$ cat src/rtl/sw_pkg.sv
package sw_pkg;
  localparam int DIGITS   = 4;
  localparam int DP_POS   = 2;
  localparam int SEL_W    = $clog2(DIGITS);

  typedef enum logic {RUN_OFF = 1'b0, RUN_ON = 1'b1} run_state_t;

  // active-high segments, bit 0 = a .. bit 6 = g
  function automatic logic [6:0] seg_code(input logic [3:0] v);
    logic [6:0] s;
    case (v)
      4'd0: s = 7'h3F;
      4'd1: s = 7'h06;
      4'd2: s = 7'h5B;
      4'd3: s = 7'h4F;
      4'd4: s = 7'h66;
      4'd5: s = 7'h6D;
      4'd6: s = 7'h7D;
      4'd7: s = 7'h07;
      4'd8: s = 7'h7F;
      4'd9: s = 7'h6F;
      default: s = 7'h40;
    endcase
    return s;
  endfunction
endpackage

$ cat src/rtl/sw_timebase.sv
module sw_timebase #(
  parameter int TICK_DIV = 250000
) (
  input  logic clk,
  input  logic rst,
  output logic tick
);
  localparam int CW = (TICK_DIV > 1) ? $clog2(TICK_DIV) : 1;
  localparam logic [CW-1:0] LAST = CW'(TICK_DIV - 1);

  logic [CW-1:0] cnt;
  logic          wrap;
  logic          half;
  logic          half_q;

  assign wrap = (cnt == LAST);

  always_ff @(posedge clk) begin
    if (rst) begin
      cnt <= '0;
    end else if (wrap) begin
      cnt <= '0;
    end else begin
      cnt <= cnt + 1'b1;
    end
  end

  // toggle flop on the divider carry: square wave of period 2*TICK_DIV
  always_ff @(posedge clk) begin
    if (rst) begin
      half   <= 1'b0;
      half_q <= 1'b0;
    end else begin
      if (wrap) half <= ~half;
      half_q <= half;
    end
  end

  assign tick = half & ~half_q;
endmodule

$ cat src/rtl/sw_debounce.sv
module sw_debounce #(
  parameter int DEB_LEN = 4
) (
  input  logic clk,
  input  logic rst,
  input  logic tick,
  input  logic btn_raw,
  output logic press
);
  logic [1:0]         sync;
  logic [DEB_LEN-1:0] hist;
  logic               level;
  logic               level_q;

  always_ff @(posedge clk) begin
    if (rst) begin
      sync <= '0;
    end else begin
      sync <= {sync[0], btn_raw};
    end
  end

  always_ff @(posedge clk) begin
    if (rst) begin
      hist <= '0;
    end else if (tick) begin
      hist <= {hist[DEB_LEN-2:0], sync[1]};
    end
  end

  assign level = &hist;

  always_ff @(posedge clk) begin
    if (rst) begin
      level_q <= 1'b0;
    end else begin
      level_q <= level;
    end
  end

  assign press = level & ~level_q;
endmodule

$ cat src/rtl/sw_bcd_digit.sv
module sw_bcd_digit #(
  parameter int MODULUS = 10
) (
  input  logic       clk,
  input  logic       rst,
  input  logic       clr,
  input  logic       enb,
  output logic [3:0] q,
  output logic       carry
);
  localparam logic [3:0] TOP = 4'(MODULUS - 1);

  assign carry = (q == TOP) & enb;

  always_ff @(posedge clk) begin
    if (rst || clr) begin
      q <= '0;
    end else if (enb) begin
      if (carry) q <= '0;
      else       q <= q + 4'd1;
    end
  end
endmodule

$ cat src/rtl/sw_scan.sv
module sw_scan #(
  parameter int SCAN_DIV = 50000,
  parameter int POSITIONS = 4
) (
  input  logic                         clk,
  input  logic                         rst,
  output logic [$clog2(POSITIONS)-1:0] sel
);
  localparam int CW = (SCAN_DIV > 1) ? $clog2(SCAN_DIV) : 1;
  localparam logic [CW-1:0] LAST = CW'(SCAN_DIV - 1);
  localparam int PW = $clog2(POSITIONS);

  logic [CW-1:0] cnt;
  logic          step;

  assign step = (cnt == LAST);

  always_ff @(posedge clk) begin
    if (rst) begin
      cnt <= '0;
      sel <= '0;
    end else begin
      cnt <= step ? '0 : cnt + 1'b1;
      if (step) begin
        if (sel == PW'(POSITIONS - 1)) sel <= '0;
        else                           sel <= sel + 1'b1;
      end
    end
  end
endmodule

$ cat src/rtl/stopwatch_core.sv
module stopwatch_core
  import sw_pkg::*;
#(
  parameter int TICK_DIV = 250000,
  parameter int DEB_LEN  = 4,
  parameter int SCAN_DIV = 50000
) (
  input  logic        clk,
  input  logic        rst,
  input  logic        btn_clear,
  input  logic        btn_startstop,
  output logic [6:0]  seg_n,
  output logic        dp_n,
  output logic [3:0]  an_n,
  output logic [15:0] time_bcd,
  output logic        running
);
  logic             tick;
  logic             clr_press;
  logic             ss_press;
  logic             adv;
  run_state_t       state;
  logic [DIGITS:0]  chain;
  logic [SEL_W-1:0] sel;
  logic [3:0]       shown;

  sw_timebase #(.TICK_DIV(TICK_DIV)) i_tb (
    .clk(clk), .rst(rst), .tick(tick)
  );

  sw_debounce #(.DEB_LEN(DEB_LEN)) i_db_clr (
    .clk(clk), .rst(rst), .tick(tick), .btn_raw(btn_clear), .press(clr_press)
  );

  sw_debounce #(.DEB_LEN(DEB_LEN)) i_db_ss (
    .clk(clk), .rst(rst), .tick(tick), .btn_raw(btn_startstop), .press(ss_press)
  );

  always_ff @(posedge clk) begin
    if (rst) begin
      state <= RUN_OFF;
    end else if (ss_press) begin
      state <= (state == RUN_ON) ? RUN_OFF : RUN_ON;
    end
  end

  assign running  = (state == RUN_ON);
  assign adv      = tick & running;
  assign chain[0] = adv;

  generate
    for (genvar d = 0; d < DIGITS; d++) begin : g_digit
      sw_bcd_digit #(.MODULUS(10)) i_dig (
        .clk(clk), .rst(rst), .clr(clr_press), .enb(chain[d]),
        .q(time_bcd[4*d +: 4]), .carry(chain[d+1])
      );
    end
  endgenerate

  sw_scan #(.SCAN_DIV(SCAN_DIV), .POSITIONS(DIGITS)) i_scan (
    .clk(clk), .rst(rst), .sel(sel)
  );

  always_comb begin
    shown = 4'd0;
    for (int k = 0; k < DIGITS; k++) begin
      if (sel == SEL_W'(k)) shown = time_bcd[4*k +: 4];
    end
  end

  always_comb begin
    an_n = '1;
    an_n[sel] = 1'b0;
  end

  assign seg_n = ~seg_code(shown);
  assign dp_n  = (sel != SEL_W'(DP_POS));
endmodule

$ cat config.mk
export PLATFORM = sky130hd
export DESIGN_NAME = stopwatch_core
export DESIGN_NICKNAME = d
export VERILOG_FILES = /design/src/rtl/sw_pkg.sv /design/src/rtl/sw_timebase.sv /design/src/rtl/sw_debounce.sv /design/src/rtl/sw_bcd_digit.sv /design/src/rtl/sw_scan.sv /design/src/rtl/stopwatch_core.sv
export SDC_FILE = /design/constraint.sdc
export NUM_CORES = 1
export LEC_CHECK = 0
export ABC_AREA = 1
export CORE_MARGIN = 10
export CORE_UTILIZATION = 50
export CTS_CLUSTER_DIAMETER = 100
export DETAILED_ROUTE_END_ITERATION = 10
export PLACE_DENSITY_LB_ADDON = 0.25
export SKIP_CTS_REPAIR_TIMING = 1
export SLEW_MARGIN = 25
export SYNTH_ARGS = -nofsm -noshare
export SYNTH_HDL_FRONTEND = slang
export SYNTH_SLANG_ARGS = --single-unit
$ cat constraint.sdc
create_clock -name clk -period 2.4 [get_ports clk]
set_input_delay 0.6 -clock clk [delete_from_list [all_inputs] [get_ports clk]]
set_output_delay 0.6 -clock clk [all_outputs]
set_load 0.1 [all_outputs]
Yosys cells after proc, flatten, opt, wreduce, memory -nomap -nowiden

Memories as Yosys holds them, arrays and structs flattened.
Cells that the tools add are included.

Flip-flop bits (word level): 69
Latch bits: 0
Bits in writable memories: 0
ROM bits: 112
Input port bits: 4
Logic and storage cells: 69
Memories kept: 1

Memories:

| name             | words | width | rd ports | clocked after memory_dff | wr ports | RTL line     | source |
|---|---|---|---|---|---|---|---|
| (name not given) | 16    | 7     | 1        | 0                        | 0        | sw_pkg.sv:11 | `case (v)` |

Add/subtract/negate cells: 7
Multipliers: 0
Divide/modulo/power cells: 0
Magnitude comparators: 2
Equal/unequal tests: 10
Shift-type cells: 0
Mux-type cells: 12
Bitwise operators: 14
Reductions and logical operators: 7

Operators by type and width:

| operator              | number |
|---|---|
| $mux 4                | 8 |
| $add 18x1->18 const B | 1 |
| $eq 18x18->1 const B  | 1 |
| $add 16x1->16 const B | 1 |
| $add 4x1->4 const B   | 4 |
| $eq 16x16->1 const B  | 1 |
| $eq 4x4->1 const B    | 4 |
| $and 1x1->1           | 8 |
| $reduce_and 4->1      | 2 |
| $not 7->7             | 1 |
| $eq 2x2->1 const B    | 2 |
| $not 1->1             | 4 |
| $not 4->4             | 1 |
| $reduce_or 2->1       | 2 |
| $lt 2x3->1 const B    | 1 |
| $add 2x1->2 const B   | 1 |
| $demux 1 s2           | 1 |
| $eq 2x1->1 const B    | 1 |
| $ge 2x1->1 const B    | 1 |
| $logic_not 2->1       | 1 |
| $mux 1                | 2 |
| $mux 2                | 1 |
| $ne 2x2->1 const B    | 1 |
| $logic_and 1x1->1     | 1 |
| $logic_or 1x1->1      | 1 |

Longest topological paths before layout

Depth after elaboration: 8
Mapped depth: 13
Gate-level depth less buffers: 13

Cells and area by module

A second synthesis with hierarchy kept.

Cells, all modules: 552
Area total of the unflattened synthesis: 3849.9 µm²

Modules (own cells, without submodules):

| module         | times used | cells each | area each (µm²) | seq. area each (µm²) |
|---|---|---|---|---|
| sw_scan        | 1          | 147        | 1009.7          | 360.3 |
| sw_timebase    | 1          | 142        | 985.9           | 400.4 |
| sw_bcd_digit   | 4          | 33         | 225.2           | 80.1 |
| stopwatch_core | 1          | 73         | 493.0           | 20.0 |
| sw_debounce    | 2          | 29         | 230.2           | 140.1 |

Worst setup path after synthesis

No wires, ideal clock.

Path kind: flip-flop to output port
Start: reg i_scan.sel[0]
End: out seg_n[6]
Arrival time: 3579 ps
Required time: 1800 ps
Slack: -1779 ps
Cell stages (with the launch flop): 12
Cells stage by stage: dfxtp_1 > inv_1 > ha_1 > inv_1 > o211ai_1 > nand2_1 > nand2_1 > inv_1 > ha_1 > nand3b_1 > nand2_1 > a21oi_1

Word-level cells in the longest chain between the ends: 7
Elaborated cells on any way between the ends: 10
Those cells by class: eq/ne: 3; mux: 4; bitwise: 1; reduce/logical: 1; memory: 1

Ends and longest elaborated chain:

| item                     | RTL line             | source |
|---|---|---|
| start: declaration       | sw_scan.sv:7         | `output logic [$clog2(POSITIONS)-1:0] sel` |
| start signal: assignment | sw_scan.sv:26        | `else sel <= sel + 1'b1;` |
| $logic_not 2->1          | stopwatch_core.sv:67 | `if (sel == SEL_W'(k)) shown = time_bcd[4*k +: 4];` |
| $mux 4 (3 in a row)      | stopwatch_core.sv:67 |  |
| $mux 4 *                 | stopwatch_core.sv:67 |  |
| $mem_v2 16x7 *           | n/a                  |  |
| $not 7->7 *              | stopwatch_core.sv:76 | `assign seg_n = ~seg_code(shown);` |
| end: declaration         | stopwatch_core.sv:12 | `output logic [6:0] seg_n,` |

Mark *: on every way between the ends. The rest lies on a longest branch, timed or not.

Final worst setup path

Start: reg i_scan.sel[1]
End: out seg_n[0]

Same word-level chain as after synthesis.

==> summary.md <==
| Metric | Value |
|---|---|
| Clk sink count | `69` |
| Syn Std Cell Area | `0.003611 sq mm` |
| Vias in the first global route | `3003` |
| First-pass GRT wire length | `13310 um` |
| Cell row count | `30` |
| Fraction of layout cells with a size suffix above 1 | `0.2179` |
| Largest net degree at the start of global routing | `19` |
| Minimum clock period | `2.809 ns` |
| Crit Path Max Fanout | `4` |
| Final wirelength | `8132 um` |
| Core area | `0.006907 sq mm` |
| Syn nets | `533` |
| Htree depth | `3` |
| Pwr per Cell Area | `468.8 mW/mm^2` |
| Final nets | `587` |
| Die X | `105.0 um` |
| Starting Density | `0.5228` |
| Total congestion overflow | `0` |
| GP Congestion | `0.8538` |
| Total power | `0.002158 W` |
| Cell Area, Placed | `0.004305 sq mm` |
| Die Y | `105.0 um` |
| FF+latch count, synth | `69` |
| RSZ-0062 raised after global routing | `true` |
| Status | `finished, violations left` |
| Gr usage total | `0.1405` |
| Netlist cell types | `35` |
| Maximum vdd drop | `0.3449 mV` |
| Worst endpoint data arrival time | `2.21 ns` |
| Yosys Warn Count | `0` |
| Sequential-to-total area share from yosys stat | `0.3825` |
| Via density | `5.009` |
| CTS root buf | `clkbuf_8` |
| Detailed placement HPWL | `6041 um` |
| Antenna cells | `0` |
| Max_slew headroom | `0.7054` |
| Syn Area/Cell | `7.080 sq um` |
| Min-delay worst type | `reg2reg` |
| Clk_lat worst skew | `0.36 ns` |
| Startpoint types | `register` |
| First-pass iteration count of the detailed router | `4` |
| # DRC | `0` |
| Drt initial violations | `147` |
| Final hold violation count | `0` |
| Fin Clk Skew | `0.008459 ns` |
| Max Cap Violations | `0` |
| TritonCTS clock tree | `done` |
| Number of I/O pins | `33` |
| Slowest CP cell | `dfxtp_4` |
| Slowest stage delay, CP | `0.38 ns` |
| Num CTS Buffers | `9` |
| Setup TNS | `-2.435 ns` |
| Area taken by multi-input logic gates | `0.002108 sq mm` |
| Via Count | `3331` |
| Final Max Slew Viols | `0` |
| Required @ worst endpoint | `1.80 ns` |
| Number of nets still failing antenna checks after routing | `0` |
| Final setup violation count | `7` |
| Final period util | `1.171` |
| Syn Inst Count | `510` |
| Antenna violations before repair | `0` |
| P&R area growth vs syn | `27.51%` |
| # fillers | `594` |
| Fmax | `356.0 MHz` |
| CP Cell Sequence | `inv_4 > ha_4 > clkinvlp_4 > nand2_1 > nand3_2 > nand2_1 > nand2_2 > buf_4 > ha_1 > nand3b_1 > nand3_2 > nand2_4 > buf_12` |
| Die area | `0.01102 sq mm` |
| Post-route core utilization | `0.6667` |
| Seq. cell area | `0.001391 sq mm` |
| Post-route setup slack | `-0.4093 ns` |
| Failing checks | `negative setup slack` |
| Routed WL per cell | `12.23 um` |
| CTS max path bufs | `2` |
| Clock transition at path regs | `0.09 ns` |
| Critical path capture point type | `output port` |
| Leakage | `1.846 nW` |
| Setup CP Type | `reg2out` |
| IO buf count | `32` |
| Least-Margin Pin Slew | `0.4414 ns` |
| Dpl ws | `-0.08951 ns` |
| Final instance area | `0.004604 sq mm` |
==> Yosys cell counts (all sizes together) <==
| cell | n | area share |
|---|---|---|
| ha | 19 | 0.066 |
| nand2 | 124 | 0.14 |
| xnor2 | 4 | 0.0097 |
| nand3b | 5 | 0.010 |
| clkinv | 1 | 0.0010 |
| buf | 6 | 0.012 |
| nor2 | 89 | 0.11 |
| inv | 66 | 0.069 |
| nand4 | 16 | 0.028 |
| dfxtp | 69 | 0.38 |
| or2 | 3 | 0.0052 |
| o21ai | 17 | 0.025 |
| mux2 | 1 | 0.0031 |
| nor3b | 1 | 0.0021 |
| and3 | 1 | 0.0017 |
| xor2 | 11 | 0.027 |
| nand3 | 37 | 0.056 |
| nor3 | 8 | 0.012 |
| o211ai | 2 | 0.0042 |
| a21oi | 30 | 0.043 |
==> cell families (layout without fill, tap and decap cells) <==
family | after synthesis | after routing | synth area share
and+or+nand+nor | 284 | 284 | 0.3590
buffers and inverters | 73 | 132 | 0.08177
DFF | 69 | 69 | 0.3825
AOI/OAI and AO/OA | 49 | 49 | 0.07138
adders and majority gates | 19 | 19 | 0.06584
xor gates and xnor gates | 15 | 15 | 0.03638
muxes | 1 | 1 | 0.003118
==> state kept, by name (all words and copies together), names as in the netlist <==
signal,cells
i_db_ss.hist,4
i_scan.sel,2
i_db_ss.level_q,1
i_tb.half_q,1
i_db_clr.level_q,1
i_db_clr.sync,2
i_tb.cnt,18
running,1
i_db_ss.sync,2
i_scan.cnt,16
g_digit.i_dig.q,16
i_db_clr.hist,4
i_tb.half,1
==> layout make-up <==
class,count,area share
Clock buffer,9,0.02690
Clock inverter,7,0.01549
Inverter,67,0.05734
Multi-Input combinational cell,368,0.4579
Sequential cell,69,0.3022
Tap cell,96,0.02609
Timing Repair Buffer,49,0.1141
==> path summary, 6_finish.rpt <==
check | slack [ns] | startpoint | end | depth (start not counted)
setup reg to reg | 0.79 | i_tb.cnt[0] | i_tb.cnt[13] | 8
hold / removal | 0.41 | i_db_ss.sync[0] | i_db_ss.sync[1] | 2
setup / recovery | -0.41 | i_scan.sel[1] | seg_n[0] | 13
hold reg to reg | 0.41 | i_db_ss.sync[0] | i_db_ss.sync[1] | 2
==> per-layer routing <==
metal  share of wire  routed length [um]  GRT usage
met4           0.015                 122    0.04804
met5               0                   0          0
met3           0.041                 337    0.04054
met2            0.47                3845     0.2264
met1            0.47                3827     0.1749
==> critical path: cells and delay by family, from the launching register on <==
family        cells  cell delay (ns)
simple gates      7             0.67
buf+inv           4             0.47
flops             1             0.38
fa+ha+maj         2             0.32
==> metrics by stage <==
step / hold slack [ns] / cells
global route: 0.4261 / 665
floorplan: 0.3883 / 510
CTS: 0.4222 / 663
detailed placement: 0.4091 / 647
finish: 0.4142 / 665
global placement: 0.3885 / 647
==> cells in the final DEF (no fill, tap or decap), drive strengths merged <==
cell           instances
nor3b                  1
buf                   46
clkinvlp               2
nand3b                 5
clkbuf                 9
nor3                   8
clkinv                 2
ha                    19
and3                   1
o211ai                 2
mux2                   1
xor2                  11
nand2                124
o21ai                 17
clkdlybuf4s50          3
nand4                 16
nor2                  89
nand3                 37
a21oi                 30
dfxtp                 69
or2                    3
inv                   70
xnor2                  4
==> where the power goes <==
group / internal (W) / total, W / switching, W
combinational: 0.0000191 / 0.0000518 / 0.0000328
sequential: 0.00115 / 0.00116 / 0.00000780
clock: 0.000413 / 0.000946 / 0.000533
No activity file was read; power rests on OpenSTA's default activity.
